--- config.mk ---
export PLATFORM = sky130hd
export DESIGN_NAME = linkinv_encoder
export DESIGN_NICKNAME = d
export VERILOG_FILES = /design/src/rtl/linkinv_pkg.sv /design/src/rtl/linkinv_pairclass.sv /design/src/rtl/linkinv_datapath.sv /design/src/rtl/linkinv_control.sv /design/src/rtl/linkinv_encoder.sv
export SDC_FILE = /design/constraint.sdc
export NUM_CORES = 1
export LEC_CHECK = 0
export BUFFER_PORTS_ARGS = -buffer_cell sky130_fd_sc_hd__buf_2
export CAP_MARGIN = 40
export CELL_PAD_IN_SITES_DETAIL_PLACEMENT = 0
export CELL_PAD_IN_SITES_GLOBAL_PLACEMENT = 1
export CORE_UTILIZATION = 53
export CTS_CLUSTER_DIAMETER = 30
export DETAILED_ROUTE_END_ITERATION = 10
export HOLD_SLACK_MARGIN = 0.02
export PLACE_DENSITY = 0.91
export SLEW_MARGIN = 40
export SYNTH_ARGS = -nofsm -noshare
export SYNTH_HDL_FRONTEND = slang
export SYNTH_SLANG_ARGS = --single-unit
export TNS_END_PERCENT = 100
--- constraint.sdc ---
create_clock -name clk -period 15.7 [get_ports clk]
set_input_delay 0.785 -clock clk [delete_from_list [all_inputs] [get_ports clk]]
set_output_delay 0.785 -clock clk [all_outputs]
set_load 0.03 [all_outputs]
--- src/rtl/linkinv_pkg.sv ---
package linkinv_pkg;

  typedef enum logic [1:0] {
    MODE_NONE = 2'b00,
    MODE_ODD  = 2'b01,
    MODE_EVEN = 2'b10,
    MODE_FULL = 2'b11
  } invMode_t;

  localparam int NUM_CAND  = 4;
  localparam int NUM_CLASS = 4;

  typedef struct packed {
    logic     loadEn;
    invMode_t mode;
  } ctrlStrobe_t;

endpackage

--- src/rtl/linkinv_pairclass.sv ---
module linkinv_pairclass #(
  parameter int DATA_W = 8,
  parameter int CNT_W  = 3
) (
  input  logic [DATA_W-1:0]          prevWord,
  input  logic [DATA_W-1:0]          candWord,
  output logic [3:0][CNT_W-1:0]      classCnt
);
  localparam int PAIRS = DATA_W - 1;

  logic [PAIRS-1:0] isOne, isOpp, isSame, isQuiet;

  genvar p;
  generate
    for (p = 0; p < PAIRS; p++) begin : g_pair
      logic swLo, swHi, wasSplit;
      assign swLo     = prevWord[p] ^ candWord[p];
      assign swHi     = prevWord[p+1] ^ candWord[p+1];
      assign wasSplit = prevWord[p] ^ prevWord[p+1];
      assign isOne[p]   = swLo ^ swHi;
      assign isOpp[p]   = swLo & swHi & wasSplit;
      assign isSame[p]  = swLo & swHi & ~wasSplit;
      assign isQuiet[p] = ~(swLo | swHi);
    end
  endgenerate

  function automatic logic [CNT_W-1:0] onesOf(input logic [PAIRS-1:0] v);
    logic [CNT_W-1:0] acc;
    acc = '0;
    for (int i = 0; i < PAIRS; i++) acc = acc + CNT_W'(v[i]);
    return acc;
  endfunction

  always_comb begin
    classCnt[0] = onesOf(isOne);
    classCnt[1] = onesOf(isOpp);
    classCnt[2] = onesOf(isSame);
    classCnt[3] = onesOf(isQuiet);
  end

endmodule

--- src/rtl/linkinv_datapath.sv ---
module linkinv_datapath
  import linkinv_pkg::*;
#(
  parameter int DATA_W = 8,
  parameter int CNT_W  = 3
) (
  input  logic                                  clk,
  input  logic                                  rstN,
  input  logic [DATA_W-1:0]                     inData,
  input  ctrlStrobe_t                           strobe,
  output logic [NUM_CAND-1:0][3:0][CNT_W-1:0]   candCnt,
  output logic                                  linkValid,
  output logic [DATA_W-1:0]                     linkData,
  output logic [1:0]                            linkMode
);

  function automatic logic [DATA_W-1:0] laneMask(input logic oddLanes);
    logic [DATA_W-1:0] m;
    for (int i = 0; i < DATA_W; i++) m[i] = ((i % 2) == 1) == oddLanes;
    return m;
  endfunction

  localparam logic [DATA_W-1:0] ODD_MASK  = laneMask(1'b1);
  localparam logic [DATA_W-1:0] EVEN_MASK = laneMask(1'b0);

  logic [DATA_W-1:0] grayWord;
  logic [DATA_W-1:0] sentWord;
  logic [NUM_CAND-1:0][DATA_W-1:0] candWord;
  logic validQ;
  logic [1:0] modeQ;

  assign grayWord = inData ^ (inData >> 1);

  assign candWord[MODE_NONE] = grayWord;
  assign candWord[MODE_ODD]  = grayWord ^ ODD_MASK;
  assign candWord[MODE_EVEN] = grayWord ^ EVEN_MASK;
  assign candWord[MODE_FULL] = ~grayWord;

  genvar c;
  generate
    for (c = 0; c < NUM_CAND; c++) begin : g_cand
      linkinv_pairclass #(.DATA_W(DATA_W), .CNT_W(CNT_W)) u_class (
        .prevWord (sentWord),
        .candWord (candWord[c]),
        .classCnt (candCnt[c])
      );
    end
  endgenerate

  always_ff @(posedge clk) begin
    if (!rstN) begin
      sentWord <= '0;
      modeQ    <= '0;
      validQ   <= 1'b0;
    end else begin
      validQ <= strobe.loadEn;
      if (strobe.loadEn) begin
        sentWord <= candWord[strobe.mode];
        modeQ    <= strobe.mode;
      end
    end
  end

  assign linkValid = validQ;
  assign linkData  = sentWord;
  assign linkMode  = modeQ;

  assert_hold_idle_R8: assert property (@(posedge clk) disable iff (!rstN)
    !strobe.loadEn |=> (!linkValid && $stable(linkData) && $stable(linkMode)));

  assert_one_cycle_R1: assert property (@(posedge clk) disable iff (!rstN)
    strobe.loadEn |=> linkValid);

  assert_plain_gray_R2: assert property (@(posedge clk) disable iff (!rstN)
    (strobe.loadEn && strobe.mode == MODE_NONE) |=> (linkData == $past(grayWord)));

  assert_full_flip_R3: assert property (@(posedge clk) disable iff (!rstN)
    (strobe.loadEn && strobe.mode == MODE_FULL) |=> (linkData == ~$past(grayWord)));

endmodule

--- src/rtl/linkinv_control.sv ---
module linkinv_control
  import linkinv_pkg::*;
#(
  parameter int CNT_W   = 3,
  parameter int WT_W    = 8,
  parameter bit EVEN_EN = 1'b1,
  parameter int K1      = 2,
  parameter int K2      = 4,
  parameter int K3      = 1,
  parameter int K4      = 0
) (
  input  logic                                  clk,
  input  logic                                  rstN,
  input  logic                                  inValid,
  input  logic [NUM_CAND-1:0][3:0][CNT_W-1:0]   candCnt,
  output ctrlStrobe_t                           strobe
);
  localparam int COST_W = CNT_W + WT_W + 2;

  logic [NUM_CAND-1:0][COST_W-1:0] candCost;
  logic [COST_W-1:0] bestCost;
  invMode_t bestMode;

  genvar c;
  generate
    for (c = 0; c < NUM_CAND; c++) begin : g_cost
      assign candCost[c] = COST_W'(K1) * COST_W'(candCnt[c][0])
                         + COST_W'(K2) * COST_W'(candCnt[c][1])
                         + COST_W'(K3) * COST_W'(candCnt[c][2])
                         + COST_W'(K4) * COST_W'(candCnt[c][3]);
    end
  endgenerate

  always_comb begin
    bestMode = MODE_NONE;
    bestCost = candCost[MODE_NONE];
    for (int i = 1; i < NUM_CAND; i++) begin
      if ((EVEN_EN || i != int'(MODE_EVEN)) && candCost[i] < bestCost) begin
        bestMode = invMode_t'(i);
        bestCost = candCost[i];
      end
    end
  end

  assign strobe.loadEn = inValid;
  assign strobe.mode   = bestMode;

  assert_not_worse_R5: assert property (@(posedge clk) disable iff (!rstN)
    inValid |-> (bestCost <= candCost[MODE_NONE] && bestCost <= candCost[MODE_FULL]));

  assert_no_even_R6: assert property (@(posedge clk) disable iff (!rstN)
    (inValid && !EVEN_EN) |-> (strobe.mode != MODE_EVEN));

endmodule

--- src/rtl/linkinv_encoder.sv ---
module linkinv_encoder
  import linkinv_pkg::*;
#(
  parameter int LINK_W  = 9,
  parameter bit EVEN_EN = 1'b1,
  parameter int WT_W    = 8,
  parameter int K1      = 2,
  parameter int K2      = 4,
  parameter int K3      = 1,
  parameter int K4      = 0
) (
  input  logic              clk,
  input  logic              rstN,
  input  logic              inValid,
  input  logic [LINK_W-2:0] inData,
  output logic              linkValid,
  output logic [LINK_W-2:0] linkData,
  output logic [1:0]        linkMode
);
  localparam int DATA_W = LINK_W - 1;
  localparam int CNT_W  = $clog2(DATA_W);

  ctrlStrobe_t strobe;
  logic [NUM_CAND-1:0][3:0][CNT_W-1:0] candCnt;

  linkinv_datapath #(.DATA_W(DATA_W), .CNT_W(CNT_W)) u_datapath (
    .clk       (clk),
    .rstN      (rstN),
    .inData    (inData),
    .strobe    (strobe),
    .candCnt   (candCnt),
    .linkValid (linkValid),
    .linkData  (linkData),
    .linkMode  (linkMode)
  );

  linkinv_control #(
    .CNT_W(CNT_W), .WT_W(WT_W), .EVEN_EN(EVEN_EN),
    .K1(K1), .K2(K2), .K3(K3), .K4(K4)
  ) u_control (
    .clk     (clk),
    .rstN    (rstN),
    .inValid (inValid),
    .candCnt (candCnt),
    .strobe  (strobe)
  );

  assert_reset_clear_R9: assert property (@(posedge clk)
    !rstN |=> (!linkValid && linkData == '0 && linkMode == 2'b00));

endmodule

Yosys cells after proc, flatten, opt, wreduce, memory -nomap -nowiden
Cells that the tools add are included.
- muxes and demuxes: 7
- order comparisons: 4
- equal/unequal tests: 0
- multipliers: 0
- add/subtract/negate cells: 80
- div/mod/pow operators: 0
- bitwise logic cells: 154
- shift operators: 0
- reductions and logical operators: 0
- operators by type and width (cell ; count):
    $add A3 B1 Y3 ; 48
    $and A1 B1 Y1 ; 84
    $xor A1 B1 Y1 ; 59
    $add A13 B3 Y13 ; 4
    $lt A13 B13 Y1 ; 3
    $add A2 B1 Y3 ; 12
    $mux W13 ; 2
    $add A1 B1 Y2 ; 12
    $add A4 B5 Y6 ; 4
    $bmux W8 S2 ; 1
    $mux W8 ; 1
    $not A4 Y4 ; 2
    $not A8 Y8 ; 1
    $xor A8 B7 Y8 ; 1
    $not A1 Y1 ; 7
    $mux W2 ; 2
    $lt A2 B3 Y1 const B ; 1
    $mux W1 ; 1
- logic and storage cells: 248
- bits in read-only memories: 0
- RAM bits: 0
- memories: 0
- flip-flop bits (word level): 11
- bits in latches: 0
- input port bits: 11

Depth between registers and ports, before layout
- word-level depth: 21
- gate-level depth with buffers: 48
- gate-level depth less buffers: 47

By module
From an unflattened synthesis, not the netlist that was laid out.
- cells, all modules: 595
- area, all modules: 5212.5 um2
- modules (own cells, without submodules) (module ; seq. area each (um2) ; area an instance (um2) ; instances ; cells an instance):
    linkinv_pairclass (u_datapath.g_cand[0].u_class ...) ; 0.0 ; 839.6 ; 2 ; 95
    linkinv_control ; 0.0 ; 1275.0 ; 1 ; 150
    linkinv_pairclass (u_datapath.g_cand[2].u_class) ; 0.0 ; 847.1 ; 1 ; 97
    linkinv_pairclass (u_datapath.g_cand[3].u_class) ; 0.0 ; 840.8 ; 1 ; 96
    linkinv_datapath ; 220.2 ; 570.5 ; 1 ; 62

Least setup slack after synthesis
Ideal clock, no wire load.
- kind: input -> register
- from: input port inData[3]
- to: register u_datapath.sentWord[7] (netlist: u_datapath.linkData[7])
- required time: 15.566 ns
- stages: 45
- arrival time: 9.845 ns
- setup slack: 5.721 ns
- cells stage by stage: xor2_1 -> xnor2_1 -> inv_1 -> ha_1 -> inv_1 -> fa_1 -> inv_1 -> fa_1 -> inv_1 -> fa_1 -> inv_1 -> fa_1 -> inv_1 -> ha_1 -> ha_1 -> a21oi_1 -> nor2_1 -> maj3_1 -> (+9 left out) -> a211o_1 -> a21o_1 -> nand3b_1 -> or4_4 -> nand3_2 -> buf_6 -> nand2_1 -> o21a_1 -> ha_1 -> a211o_1 -> a21oi_1 -> o21ai_0 -> o21ai_0 -> nand2_1 -> mux2_2 -> mux2i_4 -> xnor2_1 -> a21oi_1
- cells in the longest elaborated chain, start to end: 20
- elaborated cells between the ends (all ways): 148
- those cells by class: add/sub (80); order compare (3); mux (7); bitwise (58)
- RTL lines (what ; line ; text):
    from (decl) ; linkinv_encoder.sv:15 ; input logic [LINK_W-2:0] inData,
    $xor A8 B7 Y8 * ; linkinv_datapath.sv:32 ; assign grayWord = inData ^ (inData >> 1);
    $xor A1 B1 Y1 / $not A4 Y4 (equally long branches) ; - ;
    $and A1 B1 Y1 / $xor A1 B1 Y1 (equally long branches) ; - ;
    $and A1 B1 Y1, on equally long branches ; linkinv_pairclass.sv:21, linkinv_pairclass.sv:22 ;
    $add A1 B1 Y2 / $and A1 B1 Y1 (equally long branches) ; linkinv_pairclass.sv:30, linkinv_pairclass.sv:21 ;
    $add A2 B1 Y3 ; linkinv_pairclass.sv:30 ; for (int i = 0; i < PAIRS; i++) acc = acc + CNT_W'(v[i]);
    $add A3 B1 Y3 (4 in series) ; linkinv_pairclass.sv:30 ;
    $add A4 B5 Y6 ; linkinv_control.sv:28 ; + COST_W'(K2) * COST_W'(candCnt[c][1])
    $add A13 B3 Y13 ; linkinv_control.sv:29 ; + COST_W'(K3) * COST_W'(candCnt[c][2])
    $lt A13 B13 Y1 ; linkinv_control.sv:38 ; if ((EVEN_EN || i != int'(MODE_EVEN)) && candCost[i] < bestCost) begin
    $mux W13 ; linkinv_control.sv:38 ;
    $lt A13 B13 Y1 ; linkinv_control.sv:38 ;
    $mux W13 ; linkinv_control.sv:38 ;
    $lt A13 B13 Y1 ; linkinv_control.sv:38 ;
    $mux W2 * ; linkinv_control.sv:38 ;
    $bmux W8 S2 * ; linkinv_datapath.sv:58 ; sentWord <= candWord[strobe.mode];
    $mux W8 (not written as such) * ; linkinv_datapath.sv:58 ;
    to (signal assigned) ; linkinv_datapath.sv:58 ;
    to (decl) ; linkinv_datapath.sv:27 ; logic [DATA_W-1:0] sentWord;
Every way passes the cells marked *; elsewhere a longest branch is shown, timed or not. The select of a mux whose other input is x is not followed.
A chain may end at the register's enable or synchronous reset.

Worst setup path after layout
- from: input port inData[3]
- to: register u_datapath.sentWord[1] (netlist: u_datapath.linkData[1])
The elaborated chain is that of the path after synthesis.

==> summary.md <==
| Metric | Value |
|---|---|
| Die X | `91.3 um` |
| Post-DR wirelength/cell | `15.7 um` |
| Largest net degree at the start of global routing | `16` |
| CTS max path bufs | `2` |
| Post-layout min period | `10960 ps` |
| IO Port Bufs | `21` |
| Area after DPL | `0.00442 mm^2` |
| Post-layout instance area | `0.00447 mm^2` |
| Fillers | `722` |
| Critical path buffers and inverters | `8` |
| Number of buffers inserted by hold repair at cts | `0` |
| ANT nets after route | `0` |
| Max Fclk | `91.2 MHz` |
| Tightest Pin Transition | `725 ps` |
| Core area | `0.00773 mm^2` |
| Primary FF master, synth | `dfxtp_1` |
| I/O pins | `22` |
| Commonest cells after routing, fill and taps aside | `inv_1 (84), ha_1 (70), nand2_1 (62), fa_1 (49), o21ai_0 (29)` |
| Die H | `91.3 um` |
| Synth Warn # | `0` |
| Mean Syn Cell Area | `8.35 um^2` |
| Layout cell share with drive strength beyond 1 | `0.0746` |
| Setup TNS Final | `0 ps` |
| Post-route clock period utilization | `0.698` |
| Mapped Area | `0.00423 mm^2` |
| DRT Pass-1 Iters | `4` |
| Vias in the first global route | `3598` |
| Critical Path AT | `11080 ps` |
| Initial core utilization | `0.547` |
| Setup Viol. Count Final | `0` |
| Syn-to-layout area delta | `5.68%` |
| Worst EP required | `15820 ps` |
| Setup bufs post-CTS | `0` |
| Register area share after synthesis | `0.0521` |
| Post-CTS Resized | `0` |
| GR Util All Layers | `0.250` |
| Final hold vios | `0` |
| H-tree depth | `1` |
| Slew HR | `0.513` |
| Clk_skew | `2.86 ps` |
| Most frequent CP cell | `inv_1` |
| Synth Register Bits | `11` |
| Maxcap violations | `0` |
| Via count | `3426` |
| Remaining Overflow, GRT | `0` |
| Crit path max fanout | `15` |
| Total clock sinks | `11` |
| FP Rows | `32` |
| TritonCTS Buffers | `3` |
| Distinct cells, synth | `57` |
| Max-slew violation count | `0` |
| CP Capture Type | `flop` |
| CP startpoint kind | `input port` |
| Most common cell after layout, fill and taps aside | `inv_1` |
| # nets final | `654` |
| CTS tree | `yes` |
| CP top delay family | `adder cells` |
| Mapped Cells | `506` |
| CTS root buffer | `clkbuf_8` |
| Worst-path clk slew | `50 ps` |
| First-pass GRT wire length | `16400 um` |
| Initial antenna violation count | `0` |
| Max incr delay on CP | `600 ps` |
| Iteration-0 DRC Markers | `110` |
| Final Wtd Congestion | `0.979` |
| Outcome | `finished, final reports clean` |
| # DRC | `0` |
| Post-synth EDFFs | `0` |
| RSZ-0062 raised after global routing | `no` |
| Die area | `0.00834 mm^2` |
| Worst-skew pair later-pin latency | `240 ps` |
| Critical path type | `in2reg` |
| HP Class | `reg2reg` |
| Ys async rst share | `0` |
| Total Routed Length | `9810 um` |
| Vias/cell | `5.48` |
| CP max-delay cell | `xnor2_1` |
| Placed wire-length estimate | `8610 um` |
| N_diodes | `0` |
[routing by layer]
metal	wire [um]	share of wire	track usage	vias to the layer above
met5	0	0	0	-
met4	286	0.029	0.0992	0
met1	4300	0.44	0.305	1625
met2	4870	0.50	0.450	80
li1	-	-	-	1701
met3	355	0.036	0.0235	20
[cells in the mapped netlist, types with 3 or more instances]
| cell type | instances | area share |
|---|---|---|
| ha_1 | 70 | 0.21 |
| o21a_1 | 6 | 0.011 |
| dfxtp_1 | 11 | 0.052 |
| nand3_1 | 7 | 0.0083 |
| mux2_2 | 3 | 0.0080 |
| xor2_1 | 25 | 0.052 |
| a211oi_2 | 4 | 0.012 |
| a21oi_1 | 20 | 0.024 |
| o211ai_1 | 4 | 0.0071 |
| o21ai_0 | 29 | 0.034 |
| and2_1 | 9 | 0.013 |
| xnor2_1 | 26 | 0.054 |
| fa_1 | 49 | 0.23 |
| nor2_1 | 17 | 0.015 |
| nor2b_1 | 6 | 0.0089 |
| clkbuf_1 | 7 | 0.0062 |
| nand2_1 | 62 | 0.055 |
| inv_1 | 84 | 0.075 |
| nand2b_1 | 7 | 0.010 |
| o31ai_1 | 3 | 0.0053 |
| a21o_1 | 5 | 0.0089 |
[worst register-to-register path: cells and delay by family (launching register included)]
family,cells,cell delay [ps]
XOR/XNOR,2,820
AO/OA/AOI/OAI,13,2480
AND/OR/NAND/NOR,8,1700
flip-flops,1,400
buffers and inverters,7,640
multiplexers,2,610
adder cells (fa/ha/maj),11,3820
[path summary, 6_finish.rpt]
check,start,endpoint,slack (ps),cells past startpoint
hold reg to reg,u_datapath.linkMode[1],u_datapath.linkMode[1],510,2
setup reg to reg,u_datapath.linkData[2],u_datapath.linkData[1],5140,43
hold / removal,u_datapath.linkMode[1],u_datapath.linkMode[1],510,2
setup / recovery,inData[3],u_datapath.linkData[1],4740,45
[flip-flops by register name, indices dropped and copies added, names as in the netlist]
signal                flops
u_datapath.linkData       8
u_datapath.linkValid      1
u_datapath.linkMode       2
[final cells by class]
type,count,area [um^2],share of cell area
inverters,84,315,0.0706
flip-flops and latches,11,220,0.0493
multi-input cells,403,3650,0.818
well taps,102,128,0.0286
repair buffers,21,105,0.0235
clock buffers,4,45.0,0.0101
[logic make-up after synthesis]
family,synth area share
AOI/OAI and AO/OA,0.149
xor gates and xnor gates,0.106
adders and majority gates,0.444
buffers and inverters,0.0853
DFF,0.0521
muxes,0.0181
other,0.00178
and+or+nand+nor,0.144
[per-stage QoR]
step	hold slack, ps	setup slack [ps]	instances	utilization
CTS	510	4770	625	0.578
detailed placement	504	4500	621	0.572
global placement	480	4680	621	0.572
floorplan	633	5720	508	-
global route	535	4000	625	0.578
finish	507	4740	625	0.578
Power is left out: the tool's default activity adds up to more than one toggle a clock period on the data nets, which glitch-free logic cannot reach.
